==> config.mk <==
export PLATFORM = sky130hd
export DESIGN_NAME = tick_window_capture
export DESIGN_NICKNAME = d
export VERILOG_FILES = /design/src/rtl/twc_pkg.sv /design/src/rtl/twc_history.sv /design/src/rtl/twc_window.sv /design/src/rtl/twc_readout.sv /design/src/rtl/tick_window_capture.sv
export SDC_FILE = /design/constraint.sdc
export NUM_CORES = 1
export LEC_CHECK = 0
export BUFFER_PORTS_ARGS = -buffer_cell sky130_fd_sc_hd__buf_2
export CORE_MARGIN = 2
export CORE_UTILIZATION = 40
export CTS_BUF_LIST = sky130_fd_sc_hd__clkbuf_8
export CTS_CLUSTER_DIAMETER = 80
export DETAILED_ROUTE_END_ITERATION = 6
export SLEW_MARGIN = 20
export SYNTH_ARGS = -nofsm -noshare
export SYNTH_HDL_FRONTEND = slang
export SYNTH_SLANG_ARGS = --single-unit
==> constraint.sdc <==
create_clock -name clk -period 4 [get_ports clk]
set_input_delay 0.6 -clock clk [delete_from_list [all_inputs] [get_ports clk]]
set_output_delay 0.6 -clock clk [all_outputs]
set_load 0.01 [all_outputs]
==> src/rtl/twc_pkg.sv <==
package twc_pkg;
  localparam int CNT_W  = 5;
  localparam int ERR_W  = 4;
  localparam int STAT_W = 2 + 2 * CNT_W + ERR_W;

  typedef enum logic [1:0] {WIN_IDLE, WIN_FILL, WIN_HELD} win_state_e;

  // field order is fixed by the downstream decoder (MSB first)
  typedef struct packed {
    logic             rd_rst;
    logic [CNT_W-1:0] rd_cnt;
    logic             wr_rst;
    logic [CNT_W-1:0] wr_cnt;
    logic [ERR_W-1:0] err;
  } fifo_stat_t;
endpackage

==> src/rtl/twc_history.sv <==
module twc_history #(
  parameter int NCH   = 4,
  parameter int DEPTH = 1
) (
  input  logic                   clk,
  input  logic                   rst,
  input  logic                   tick,
  input  logic [NCH-1:0]         chan,
  output logic [DEPTH*NCH-1:0]   hist
);
  logic [NCH-1:0] hq [DEPTH];

  for (genvar i = 0; i < DEPTH; i++) begin : g_stage
    always_ff @(posedge clk) begin
      if (rst)
        hq[i] <= '0;
      else if (tick)
        hq[i] <= (i == 0) ? chan : hq[(i == 0) ? 0 : i - 1];
    end
    assign hist[i*NCH +: NCH] = hq[i];
  end
endmodule

==> src/rtl/twc_window.sv <==
module twc_window
  import twc_pkg::*;
#(
  parameter int NCH  = 4,
  parameter int PRE  = 1,
  parameter int POST = 2
) (
  input  logic                         clk,
  input  logic                         rst,
  input  logic                         tick,
  input  logic [NCH-1:0]               chan,
  input  logic                         trig,
  input  logic [PRE*NCH-1:0]           hist,
  input  logic                         rd_acc,
  input  logic                         rd_done,
  output logic [NCH*(PRE+1+POST)-1:0]  word,
  output logic                         ready,
  output logic                         overlap
);
  localparam int WIN    = PRE + 1 + POST;
  localparam int CW     = $clog2(POST + 1);
  localparam int SLOT_W = $clog2(WIN);

  win_state_e           state_q;
  logic [CW-1:0]        left_q;
  logic [NCH*WIN-1:0]   word_q;
  logic                 ovl_q;
  logic                 trig_ok;
  logic [SLOT_W-1:0]    fill_slot;

  assign trig_ok   = trig & tick;
  assign fill_slot = SLOT_W'(WIN - int'(left_q));

  always_ff @(posedge clk) begin
    if (rst) begin
      state_q <= WIN_IDLE;
      left_q  <= '0;
      word_q  <= '0;
    end else begin
      case (state_q)
        WIN_IDLE: if (trig_ok) begin
          for (int i = 0; i < PRE; i++)
            word_q[(PRE-1-i)*NCH +: NCH] <= hist[i*NCH +: NCH];
          word_q[PRE*NCH +: NCH] <= chan;
          left_q  <= CW'(POST);
          state_q <= WIN_FILL;
        end
        WIN_FILL: if (tick) begin
          word_q[int'(fill_slot)*NCH +: NCH] <= chan;
          left_q <= left_q - 1'b1;
          if (left_q == CW'(1)) state_q <= WIN_HELD;
        end
        default: if (rd_done) state_q <= WIN_IDLE;
      endcase
    end
  end

  always_ff @(posedge clk) begin
    if (rst)
      ovl_q <= 1'b0;
    else if (trig_ok && state_q != WIN_IDLE)
      ovl_q <= 1'b1;
    else if (rd_acc)
      ovl_q <= 1'b0;
  end

  assign word    = word_q;
  assign ready   = (state_q == WIN_HELD);
  assign overlap = ovl_q;

  assert_ready_on_tick_R5: assert property (@(posedge clk) disable iff (rst)
    $rose(ready) |-> $past(tick));
  assert_overlap_set_R6: assert property (@(posedge clk) disable iff (rst)
    (trig && tick && !ready && state_q != WIN_IDLE) || (trig && tick && ready) |=> overlap);
  assert_word_held_R2: assert property (@(posedge clk) disable iff (rst)
    (ready && $past(ready)) |-> $stable(word_q));
  assert_ready_drop_R7: assert property (@(posedge clk) disable iff (rst)
    $fell(ready) |-> $past(rd_done));
endmodule

==> src/rtl/twc_readout.sv <==
module twc_readout
  import twc_pkg::*;
#(
  parameter int DW = 16
) (
  input  logic           clk,
  input  logic           rst,
  input  logic           rd,
  input  logic           ready,
  input  logic [DW-1:0]  word,
  input  fifo_stat_t     stat,
  input  logic           compat,
  output logic [DW-1:0]  dout,
  output logic           dvalid,
  output logic           rd_acc,
  output logic           rd_done
);
  logic          second_q;
  logic [DW-1:0] dout_q;
  logic          dv_q;

  assign rd_acc  = rd & ready;
  assign rd_done = rd_acc & second_q;

  always_ff @(posedge clk) begin
    if (rst) begin
      second_q <= 1'b0;
      dout_q   <= '0;
      dv_q     <= 1'b0;
    end else begin
      dv_q <= rd_acc;
      if (rd_acc) begin
        second_q <= ~second_q;
        if (!second_q || compat)
          dout_q <= word;
        else
          dout_q <= DW'(stat);
      end
    end
  end

  assign dout   = dout_q;
  assign dvalid = dv_q;

  assert_valid_after_read_R7: assert property (@(posedge clk) disable iff (rst)
    dvalid |-> $past(rd && ready));
  assert_compat_copy_R4: assert property (@(posedge clk) disable iff (rst)
    (rd_acc && second_q && compat) |=> (dout == $past(word)));
  assert_idle_read_ignored_R8: assert property (@(posedge clk) disable iff (rst)
    (rd && !ready) |=> !dvalid);
endmodule

==> src/rtl/tick_window_capture.sv <==
module tick_window_capture
  import twc_pkg::*;
#(
  parameter int NCH  = 4,
  parameter int PRE  = 1,
  parameter int POST = 2
) (
  input  logic                        clk,
  input  logic                        rst,
  input  logic                        tick_i,
  input  logic [NCH-1:0]              chan_i,
  input  logic                        trig_i,
  input  logic                        rd_i,
  input  logic                        compat_i,
  input  logic [ERR_W-1:0]            fifo_err_i,
  input  logic [CNT_W-1:0]            wr_cnt_i,
  input  logic                        wr_rst_i,
  input  logic [CNT_W-1:0]            rd_cnt_i,
  input  logic                        rd_rst_i,
  output logic                        ready_o,
  output logic                        overlap_o,
  output logic [NCH*(PRE+1+POST)-1:0] dout_o,
  output logic                        dvalid_o
);
  localparam int DW = NCH * (PRE + 1 + POST);

  logic [PRE*NCH-1:0] hist;
  logic [DW-1:0]      word;
  logic               ready, rd_acc, rd_done;
  fifo_stat_t         stat;

  assign stat = '{rd_rst: rd_rst_i, rd_cnt: rd_cnt_i, wr_rst: wr_rst_i,
                  wr_cnt: wr_cnt_i, err: fifo_err_i};

  twc_history #(.NCH(NCH), .DEPTH(PRE)) u_hist (
    .clk(clk), .rst(rst), .tick(tick_i), .chan(chan_i), .hist(hist));

  twc_window #(.NCH(NCH), .PRE(PRE), .POST(POST)) u_win (
    .clk(clk), .rst(rst), .tick(tick_i), .chan(chan_i), .trig(trig_i),
    .hist(hist), .rd_acc(rd_acc), .rd_done(rd_done),
    .word(word), .ready(ready), .overlap(overlap_o));

  twc_readout #(.DW(DW)) u_rd (
    .clk(clk), .rst(rst), .rd(rd_i), .ready(ready), .word(word),
    .stat(stat), .compat(compat_i), .dout(dout_o), .dvalid(dvalid_o),
    .rd_acc(rd_acc), .rd_done(rd_done));

  assign ready_o = ready;

  assert_reset_quiet_R1: assert property (@(posedge clk)
    $past(rst) |-> (!ready_o && !dvalid_o && !overlap_o));
endmodule

==> metrics.json <==
{
  "routing": {
    "drt.antenna.violating_nets": 0,
    "first_pass_iters": 4,
    "count_of_unresolved_drc_violations_after_routing": 0,
    "routed_wl_mm": 4.65,
    "initialDrtViolationCount": 87,
    "wire_per_inst_um": 14.0,
    "vias_per_cell": 5.11,
    "via_count": 1697
  },
  "power_and_ir_drop": {
    "pwr_density_cell_nw_per_um2": 353,
    "p_int_mw": 0.686,
    "power_frac_comb": 0.097,
    "power.leakage_nw": 0.933,
    "p_sw_mw": 0.208,
    "share_seq_of_total_power": 0.513,
    "worst_case_vdd_ir_drop_uv": 137,
    "clock_network_fraction_of_design_power": 0.390,
    "power_switching_share": 0.232
  },
  "finish": {
    "postLayoutCoreUtil": 0.463,
    "ff_latch_area_um2": 901,
    "insertedDiodeCount": 0,
    "total_nets_final": 290,
    "layout_cell_share_with_drive_strength_beyond_1": 0.323,
    "area_added_between_synthesis_and_finish_pct": 12.2,
    "multiInputGateArea_um2": 1170,
    "fillers": 555,
    "final_instance_count_excl_fillers": 332
  },
  "sta": {
    "rsz0062_at_grt": "no",
    "timing.setup.tns_ps": 0,
    "report.final.setup_viol": 0,
    "timing_max_transition_violations_final": 0,
    "timing.max_slew.rel_slack": 0.403,
    "hold_violations": 0,
    "finalCritPeriodShare": 0.517,
    "post-route-worst-setup-slack_ps": 1930,
    "tightest_slew_ps": 895,
    "layout_min_cycle_time_ps": 2070,
    "fmax_mhz": 484,
    "clock-skew-final_ps": 4.48
  },
  "worst_hold_path": {
    "hp-class": "reg2reg",
    "hold_depth": 2
  },
  "global_routing": {
    "first_global_vias": 1684,
    "groute.usage.overall": 0.162,
    "largest_net_degree_at_the_start_of_global_routing": 36,
    "antenna_violations_before_repair": 0,
    "grt_pass1_wl_mm": 7.98,
    "grt-ovfl-total": 0
  },
  "die": {
    "initial_utilization": 0.412,
    "num_io_pins": 45,
    "placement_rows": 27,
    "floorplan.die_area_um2": 6260,
    "die_w_um": 79.1,
    "die_y_um": 79.1,
    "core_region_area_um2": 5470
  },
  "outcome": {
    "status": "completed"
  },
  "clocking": {
    "cts_max_path_buffers": 2,
    "clkSlewWorstSetupHoldPaths_ps": 80,
    "cts-buffers-inserted": 5,
    "clk_latency_ps": 290,
    "clockRootBuffer": "clkbuf_8",
    "post-cts-setup-buffers": 0,
    "cts.repair.resized": 0,
    "cts_hold_buf": 0,
    "cts_tree": "done",
    "clkSinkCount": 43,
    "h-tree-depth": 2
  },
  "placement": {
    "post-dp-hpwl_mm": 3.23,
    "port_buffers": 44,
    "placed_cells_incl_taps": 324,
    "dp_slack_ps": 1970,
    "finalWeightedCongestion": 0.811
  },
  "worst_setup_path": {
    "r2r.worst_path.cells": 5,
    "maximum_net_fanout_on_the_critical_path": 14,
    "critPathCaptureType": "flop",
    "start_kind": "flop",
    "critPathKind": "reg2reg",
    "cp.arrival_ps": 2260,
    "worstPathRequired_ps": 4190
  },
  "yosys": {
    "syn-mean-instance-area_um2": 10.0,
    "synth_enable_flop_cells": 4,
    "dominantRegCellSynth": "dfxtp_1",
    "synth.net_count": 256,
    "synthArstFlopShare": 0,
    "yosysWarnings": 0,
    "synth_sequential_area_ratio": 0.399,
    "synth_cell_type_count": 40,
    "synthCells": 225,
    "post_synth_instance_area_um2": 2260,
    "synth_seq_cells": 43
  },
  "flow_run": {
    "drv_cap": 0
  }
}
[synthesized netlist by cell type, types with 5 or more instances]
master    count  area share
nand3_1      10       0.022
nand2_1       7       0.012
clkbuf_1      5      0.0083
nor2b_1       8       0.022
dfxtp_1      39        0.35
nand2b_1      5       0.014
a211oi_2     12       0.067
ha_1          5       0.028
o21ai_0       7       0.016
nor2_2       12       0.033
inv_1         8       0.013
a21oi_1      15       0.033
mux2i_1      16       0.071
and2_1        7       0.019
nor2_1        8       0.013
[final timing paths]
path         slack (ps)            start       endpoint
max                1930  u_win.left_q[0]  u_win.word[1]
min                 460    u_win.word[8]  u_win.word[8]
max reg2reg        1930  u_win.left_q[0]  u_win.word[1]
min reg2reg         460    u_win.word[8]  u_win.word[8]
[worst max-delay path, stage by stage, from the launching register on]
cell and delay, ps:
dfxtp_1 590, inv_1 180, ha_1 450, nor3b_4 360
nand3_1 120, a221oi_1 260
[power by group through the flow]
stage / combinational [mW] / clock [mW] / sequential [mW]
CTS: 0.0872 / 0.362 / 0.459
floorplan: 0.0659 / 0 / 0.462
global route: 0.0976 / 0.378 / 0.461
global placement: 0.0862 / 0 / 0.468
detailed placement: 0.0869 / 0 / 0.469
finish: 0.0869 / 0.348 / 0.458
[metrics by stage]
stage | hold slack, ps | total power [mW] | cell area, um2
after global routing | 484 | 0.936 | 2530
after CTS | 457 | 0.907 | 2530
final | 457 | 0.893 | 2530
after global placement | 448 | 0.555 | 2410
after floorplan | 431 | 0.528 | 2260
after detailed placement | 447 | 0.556 | 2410
[state kept, by name (all words and copies together) (netlist names)]
register,count
u_rd.dout,16
u_win.word,16
u_hist.hq,4
u_win.left_q,2
u_win.state_q,2
u_rd.dvalid,1
u_rd.second_q,1
u_win.overlap,1
[kinds of logic (layout without fill, tap and decap cells)]
group	count (synthesis)	after routing	share of synthesized area
adder cells (fa/ha/maj)	5	5	0.0277
XOR/XNOR	1	1	0.00388
buffers and inverters	25	60	0.0815
AO/OA/AOI/OAI	52	52	0.184
flip-flops	43	43	0.399
AND/OR/NAND/NOR	83	83	0.232
multiplexers	16	16	0.0710
[per-layer routing]
layer	share of wire	vias to the layer above	track usage
met3	0.044	7	0.0341
met4	0.016	0	0.0707
met5	0	-	0
li1	-	876	-
met1	0.51	774	0.223
met2	0.43	40	0.244
[final cells by class]
cell class	instances	share of cell area
Sequential cell	43	0.356
Clock inverter	2	0.0138
Timing Repair Buffer	44	0.0870
Multi-Input combinational cell	157	0.463
Clock buffer	6	0.0326
Tap cell	72	0.0356
Inverter	8	0.0119
[cells in the final DEF, fill, tap and decap left out, types with 2 or more instances in the layout]
master / count
a211oi_1: 4
a211oi_2: 12
a21oi_1: 15
a221oi_1: 4
and2_1: 7
and2b_1: 2
and4_1: 4
and4b_1: 2
buf_2: 44
clkbuf_8: 6
dfxtp_1: 39
edfxtp_1: 4
ha_1: 5
inv_1: 8
mux2i_1: 16
nand2_1: 7
nand2b_1: 5
nand3_1: 10
nand4_1: 4
nor2_1: 8
nor2_2: 12
nor2b_1: 8
nor3b_1: 4
o21a_1: 3
o21ai_0: 7
o221a_2: 4
or3b_1: 4
Power figures use the tool's default switching activity.
